## config.mk

```make
export PLATFORM = sky130hd
export DESIGN_NAME = supply_evt_reg
export DESIGN_NICKNAME = d
export VERILOG_FILES = /design/src/rtl/evt_pkg.sv /design/src/rtl/evt_decode.sv /design/src/rtl/evt_latch.sv /design/src/rtl/evt_summary.sv /design/src/rtl/supply_evt_reg.sv
export SDC_FILE = /design/constraint.sdc
export NUM_CORES = 1
export LEC_CHECK = 0
export BUFFER_PORTS_ARGS = -buffer_cell sky130_fd_sc_hd__clkbuf_2
export CORE_AREA = 2 2 40 42
export DETAILED_ROUTE_END_ITERATION = 8
export DIE_AREA = 0 0 42 44
export PLACE_DENSITY = 0.72
export SETUP_SLACK_MARGIN = 0.2
export SLEW_MARGIN = 10
export SYNTH_ARGS = -nofsm -noshare
export SYNTH_HDL_FRONTEND = slang
export SYNTH_HIERARCHICAL = 1
export SYNTH_SLANG_ARGS = --single-unit
```

## constraint.sdc

```tcl
create_clock -name clk -period 2.1 [get_ports clk]
set_input_delay 0.21 -clock clk [delete_from_list [all_inputs] [get_ports clk]]
set_output_delay 0.21 -clock clk [all_outputs]
set_load 0.1 [all_outputs]
```

## src/rtl/evt_pkg.sv

```systemverilog
package evt_pkg;
  typedef enum logic [1:0] {
    ACC_NONE  = 2'd0,
    ACC_PEEK  = 2'd1,
    ACC_CLEAR = 2'd2
  } acc_e;
endpackage

```

## src/rtl/evt_decode.sv

```systemverilog
module evt_decode
  import evt_pkg::*;
#(
  parameter int              AW        = 8,
  parameter logic [AW-1:0]   PEEK_ADDR = 8'h0A,
  parameter logic [AW-1:0]   CLR_ADDR  = 8'h0B
) (
  input  logic          rd_en,
  input  logic [AW-1:0] rd_addr,
  output acc_e          kind
);
  always_comb begin
    kind = ACC_NONE;
    if (rd_en) begin
      if (rd_addr == PEEK_ADDR)     kind = ACC_PEEK;
      else if (rd_addr == CLR_ADDR) kind = ACC_CLEAR;
    end
  end
endmodule

```

## src/rtl/evt_latch.sv

```systemverilog
module evt_latch #(
  parameter int            DW        = 8,
  parameter logic [DW-1:0] IMPL_MASK = 8'hB3
) (
  input  logic          clk,
  input  logic          rst,
  input  logic [DW-1:0] flt_in,
  input  logic          clr,
  output logic [DW-1:0] flags_q,
  output logic [DW-1:0] flags_nxt
);
  logic [DW-1:0] hits;
  assign hits = flt_in & IMPL_MASK;

  for (genvar i = 0; i < DW; i++) begin : g_bit
    if (IMPL_MASK[i]) begin : g_live
      // new fault outranks the clear
      assign flags_nxt[i] = hits[i] | (flags_q[i] & ~clr);
      always_ff @(posedge clk) begin
        if (rst) flags_q[i] <= 1'b0;
        else     flags_q[i] <= flags_nxt[i];
      end
    end else begin : g_tied
      assign flags_nxt[i] = 1'b0;
      assign flags_q[i]   = 1'b0;
    end
  end

  a_r2_sticky: assert property (@(posedge clk) disable iff (rst)
    (!clr) |=> ((flags_q & $past(flags_q)) == $past(flags_q)));
  a_r4_clear_empties: assert property (@(posedge clk) disable iff (rst)
    (clr && hits == '0) |=> (flags_q == '0));
  a_r5_fault_wins: assert property (@(posedge clk) disable iff (rst)
    (hits != '0) |=> ((flags_q & $past(hits)) == $past(hits)));
  a_r8_unused_zero: assert property (@(posedge clk) disable iff (rst)
    (flags_q & ~IMPL_MASK) == '0);
endmodule

```

## src/rtl/evt_summary.sv

```systemverilog
module evt_summary #(
  parameter int            DW       = 8,
  parameter logic [DW-1:0] SUM_MASK = 8'hB2,
  parameter int            OSC_BIT  = 1
) (
  input  logic          clk,
  input  logic          rst,
  input  logic [DW-1:0] flags_nxt,
  input  logic          osc_mask,
  output logic          irq_q
);
  logic [DW-1:0] osc_sel;
  logic [DW-1:0] eff_mask;

  always_comb begin
    osc_sel          = '0;
    osc_sel[OSC_BIT] = osc_mask;
  end
  assign eff_mask = SUM_MASK & ~osc_sel;

  always_ff @(posedge clk) begin
    if (rst) irq_q <= 1'b0;
    else     irq_q <= |(flags_nxt & eff_mask);
  end

  a_r7_osc_masked: assert property (@(posedge clk) disable iff (rst)
    (osc_mask && ((flags_nxt & SUM_MASK & ~(DW'(1) << OSC_BIT)) == '0)) |=> !irq_q);
  a_r6_nonsum_silent: assert property (@(posedge clk) disable iff (rst)
    ((flags_nxt & SUM_MASK) == '0) |=> !irq_q);
endmodule

```

## src/rtl/supply_evt_reg.sv

```systemverilog
module supply_evt_reg
  import evt_pkg::*;
#(
  parameter int              DW        = 8,
  parameter int              AW        = 8,
  parameter logic [AW-1:0]   PEEK_ADDR = 8'h0A,
  parameter logic [AW-1:0]   CLR_ADDR  = 8'h0B,
  parameter logic [DW-1:0]   IMPL_MASK = 8'hB3,
  parameter logic [DW-1:0]   SUM_MASK  = 8'hB2,
  parameter int              OSC_BIT   = 1
) (
  input  logic          clk,
  input  logic          rst,
  input  logic          rd_en,
  input  logic [AW-1:0] rd_addr,
  input  logic [DW-1:0] flt_in,
  input  logic          osc_mask,
  output logic [DW-1:0] rd_data,
  output logic          supply_irq
);
  acc_e          kind;
  logic [DW-1:0] flags_q;
  logic [DW-1:0] flags_nxt;
  logic          clr;

  evt_decode #(.AW(AW), .PEEK_ADDR(PEEK_ADDR), .CLR_ADDR(CLR_ADDR)) u_dec (
    .rd_en(rd_en), .rd_addr(rd_addr), .kind(kind));

  assign clr = (kind == ACC_CLEAR);

  evt_latch #(.DW(DW), .IMPL_MASK(IMPL_MASK)) u_latch (
    .clk(clk), .rst(rst), .flt_in(flt_in), .clr(clr),
    .flags_q(flags_q), .flags_nxt(flags_nxt));

  evt_summary #(.DW(DW), .SUM_MASK(SUM_MASK), .OSC_BIT(OSC_BIT)) u_sum (
    .clk(clk), .rst(rst), .flags_nxt(flags_nxt), .osc_mask(osc_mask),
    .irq_q(supply_irq));

  // data captured from the pre-clear flags
  always_ff @(posedge clk) begin
    if (rst)                  rd_data <= '0;
    else if (kind != ACC_NONE) rd_data <= flags_q;
    else                      rd_data <= '0;
  end

  a_r4_prior_value: assert property (@(posedge clk) disable iff (rst)
    (!rst && kind != ACC_NONE) |=> (rd_data == $past(flags_q)));
  a_r3_idle_zero: assert property (@(posedge clk) disable iff (rst)
    (kind == ACC_NONE) |=> (rd_data == '0));
  a_r1_reset_quiet: assert property (@(posedge clk)
    rst |=> (rd_data == '0 && !supply_irq));
endmodule

```

# ---- Yosys cells after proc, flatten, opt, wreduce, memory -nomap -nowiden
# Index checks and enable logic that the tools add are counted.
dict set report word_totals {
  ff_bits 14
  inputBits 20
  out_inout_bits 9
  elab_cells 31
}
dict set report classes {
  n_mux 3
  reduce_logical 3
  bitwise 14
  eq_ne 3
}
# operator n
set op_table {}
lappend op_table {{$eq A8 B4 Y1 const B} 2}
lappend op_table {{$and A8 B8 Y8} 1}
lappend op_table {{$not A2 Y8} 1}
lappend op_table {{$reduce_or A8 Y1} 1}
lappend op_table {{$mux W2} 3}
lappend op_table {{$and A1 B1 Y1} 5}
lappend op_table {{$or A1 B1 Y1} 5}
lappend op_table {{$eq A2 B2 Y1 const B} 1}
lappend op_table {{$not A1 Y1} 2}
lappend op_table {{$reduce_bool A2 Y1} 1}
lappend op_table {{$reduce_or A2 Y1} 1}

# ---- Depth between registers and ports, before layout
dict set report logic_depth {
  ltp_word 10
  depth_mapped 7
  depth_no_buf 7
}

# ---- Modules after synthesis
# The synthesis kept the hierarchy.
# module area_per_inst_um2 seq_area_each_um2 n_inst cells_per_inst
set by_module_without_submodules {}
lappend by_module_without_submodules {evt_latch 250.2 100.1 1 32}
lappend by_module_without_submodules {supply_evt_reg 235.2 160.2 1 18}
lappend by_module_without_submodules {evt_summary 48.8 20.0 1 4}
lappend by_module_without_submodules {evt_decode 35.0 0.0 1 5}

# ---- Worst setup path after synthesis
# No wires, ideal clock.
dict set report synth_timing {
  path_type {input port to flip-flop}
  start {input rd_addr[5]}
  end {register u_sum.irq_q}
  setup_ns 0.119
  t_arrival_ns 1.642
  path_stages 7
  n_path_buf 0
  path_slack_ns 0.340
  required_time_ns 1.981
  cell_sequence {or4b_1 > nor3_1 > nor2b_1 > nand2b_1 > nand2_1 > nor3_2 > a21oi_1}
}
dict set report synth_between {
  elab_chain_len 10
  word_cells_on_any_way 19
  classes_between {eq/ne: 3; mux: 3; bitwise: 12; reduce/logical: 1}
}
# item line_no
set synth_lines {}
lappend synth_lines {{start, declared} supply_evt_reg.sv:15} ;# input logic [AW-1:0] rd_addr,
lappend synth_lines {{$eq A8 B4 Y1} evt_decode.sv:16} ;# else if (rd_addr == CLR_ADDR) kind = ACC_CLEAR;
lappend synth_lines {{$mux W2} evt_decode.sv:16}
lappend synth_lines {{$mux W2 (*)} evt_decode.sv:15} ;# if (rd_addr == PEEK_ADDR) kind = ACC_PEEK;
lappend synth_lines {{$mux W2 (*)} evt_decode.sv:14} ;# if (rd_en) begin
lappend synth_lines {{net kind[1]} supply_evt_reg.sv:21} ;# acc_e kind;
lappend synth_lines {{$eq A2 B2 Y1 (*)} supply_evt_reg.sv:29} ;# assign clr = (kind == ACC_CLEAR);
lappend synth_lines {{net clr} supply_evt_reg.sv:24} ;# logic clr;
lappend synth_lines {{$not A1 Y1 (*)} evt_latch.sv:18} ;# assign flags_nxt[i] = hits[i] | (flags_q[i] & ~clr);
lappend synth_lines {{$and A1 B1 Y1 (*)} evt_latch.sv:18}
lappend synth_lines {{$or A1 B1 Y1 (*)} evt_latch.sv:18}
lappend synth_lines {{net flags_nxt[5]} supply_evt_reg.sv:23} ;# logic [DW-1:0] flags_nxt;
lappend synth_lines {{$and A8 B8 Y8 (*)} evt_summary.sv:23} ;# else irq_q <= |(flags_nxt & eff_mask);
lappend synth_lines {{$reduce_or A8 Y1 (*)} evt_summary.sv:23}
lappend synth_lines {{end signal, assigned} evt_summary.sv:23}
lappend synth_lines {{end, declared} evt_summary.sv:10} ;# output logic irq_q
# The timed path passes the listed nets; every way through them passes the cells marked *.
# A chain may end at the register's enable or synchronous reset.

# ---- Worst setup path in the final report
# Same ends and word-level chain as after synthesis.

==> impl_metrics.json <==
{
  "status": "completed",
  "cp-start-kind": "input pin",
  "min_from": "flt_in[0]",
  "route.vias.total": 410,
  "rsz0062_at_grt": "false",
  "grt_max_degree": 9,
  "skew_ns": 0.000563,
  "final_hold_viol_count": 0,
  "clk_pin_slew_worst_paths_ns": 0.08,
  "final.fill_count": 144,
  "max_slew_margin_pct": 63.7,
  "io_pins": 29,
  "grt_pass1_vias": 313,
  "totalWireLength_um": 815,
  "r2r_start": "u_latch/flags_q[5]$_SDFF_PP0_",
  "holdPathStages": 3,
  "grt_antenna_before_repair": 0,
  "diodes": 0,
  "internal_power_uw": 401,
  "start_util_pct": 38.3,
  "cts_buffers": 3,
  "cts_hold_buf": 0,
  "rr_worst_depth": 4,
  "portBuffers": 25,
  "cts_tree": "done",
  "hold-worst-slack_ns": 0.139,
  "synth_area_um2": 543,
  "arrival_ns": 1.85,
  "switching_power_uw": 113,
  "cts_max_path_buffers": 2,
  "netlist_instances": 55,
  "die_h_um": 44,
  "cp_data_required_time_ns": 2.27,
  "swShare_pct": 22.0,
  "nNetsFinal": 105,
  "dieArea_um2": 1850,
  "fp.dieW_um": 42,
  "path_class": "input pin to register",
  "ff2ff_setup_slack_ns": 1.27,
  "worstReg2RegEnd": "u_sum/irq_q$_SDFF_PP0_",
  "multiInputGateArea_um2": 225,
  "num_rows": 14,
  "holdCritPathClass": "input pin to register",
  "drive_above_1_share_pct": 41.7,
  "min_to": "u_latch/flags_q[0]$_SDFF_PP0_",
  "wl_per_cell_um": 8.15,
  "area_delta_synth_final_pct": 32.0,
  "combPwrFrac_pct": 9.3,
  "slew_violations": 0,
  "maxCapViolCount": 0,
  "period_share_pct": 80.0,
  "final.setup.tns_ns": 0,
  "drc_errors": 0,
  "clock_latency_ns": 0.28,
  "grt_usage_pct": 9.54,
  "worst-path-max-fanout": 5,
  "drtIter0Drc": 5,
  "regArea_um2": 280,
  "post-route-min-period_ns": 1.68,
  "grt_pass1_wl_mm": 1.25,
  "vias_per_cell": 4.10,
  "finalSetupViolations": 0,
  "cts_resized": 0,
  "crit_path_end_kind": "register",
  "grt.overflow.total": 0,
  "coreArea_um2": 1420,
  "clock-sinks": 14,
  "pwr-share-seq_pct": 53.9,
  "drt-pass1-iter-count": 2,
  "max_freq_mhz": 595,
  "leakage_nw": 0.373,
  "cts_setup_buffers": 0,
  "power.density_nw_per_um2": 717,
  "place_congestion": 0.794,
  "peakVddDrop_uv": 479,
  "clkPwrFrac_pct": 36.7,
  "htree_levels": 1,
  "ant_nets": 0,
  "worstMarginPinSlew_ns": 0.546,
  "root_buffer": "clkbuf_4",
  "postSynthAreaPerCell_um2": 9.87,
  "yosysWarnings": 6
}
-- critical path, cell delays in order --
cell,delay [ns]
clkbuf_2,0.07
or4b_1,0.53
nor3_1,0.23
nor2b_1,0.30
nand2b_1,0.18
nand2_1,0.07
nor3_2,0.18
a21oi_1,0.08
-- area by class of cell --
cell class | count | area share [%]
inverters | 6 | 3.14
flip-flops and latches | 14 | 39.1
multi-input cells | 34 | 31.4
repair buffers | 26 | 18.5
well taps | 16 | 2.79
clock buffers | 4 | 5.06
-- cells in the final DEF (no fill, tap or decap) --
cell type / count
or4b_1: 1
dfxtp_1: 14
nand2_1: 4
conb_1: 3
o21ba_4: 1
clkbuf_8: 1
nand2b_1: 4
a21oi_1: 6
clkbuf_2: 25
nor2b_1: 1
and2_1: 7
inv_1: 6
nor3_2: 1
clkbuf_4: 3
nand4bb_1: 1
and2_4: 1
nor3_1: 2
buf_4: 1
nand2b_4: 2
-- registers in the layout, summed over array words and instances, names as in the netlist --
| name | flops |
|---|---|
| u_latch/flags_q | 5 |
| u_sum/irq_q | 1 |
| rd_data | 8 |
-- power groups by stage --
stage	Combinational (mW)	Clock, mW	Sequential (mW)
6_report	0.0480	0.189	0.277
5_1_grt	0.0526	0.210	0.278
4_1_cts	0.0482	0.196	0.277
3_5_place_dp	0.0481	0	0.284
3_3_place_gp	0.0471	0	0.283
2_1_floorplan	0.0239	0	0.292
-- through the flow --
| step | utilization [%] | total power, mW | cell area, um^2 | cells | setup WS (ns) |
|---|---|---|---|---|---|
| floorplan | - | 0.316 | 551 | 57 | 0.340 |
| global placement | 48.0 | 0.330 | 681 | 96 | 0.117 |
| detailed placement | 48.0 | 0.332 | 681 | 96 | 0.115 |
| CTS | 50.5 | 0.521 | 717 | 100 | 0.400 |
| global route | 50.5 | 0.540 | 717 | 100 | 0.244 |
| finish | 50.5 | 0.514 | 717 | 100 | 0.420 |
-- layer usage --
metal / wire length (um) / vias to the layer above / GRT usage [%]
met4: 12 / 0 / 5.81
li1: - / 224 / -
met2: 409 / 14 / 15.0
met1: 336 / 170 / 9.18
met3: 57 / 2 / 6.67
met5: 0 / - / 0
-- worst max-delay path by stage --
stage                          start                     end  cells after the start
after floorplan           rd_addr[5]  u_sum/irq_q$_SDFF_PP0_                      7
after global placement    rd_addr[5]  u_sum/irq_q$_SDFF_PP0_                      8
after detailed placement  rd_addr[5]  u_sum/irq_q$_SDFF_PP0_                      8
after CTS                 rd_addr[5]  u_sum/irq_q$_SDFF_PP0_                      8
after global routing      rd_addr[5]  u_sum/irq_q$_SDFF_PP0_                      8
final                     rd_addr[5]  u_sum/irq_q$_SDFF_PP0_                      8
Power figures use the tool's default switching activity.
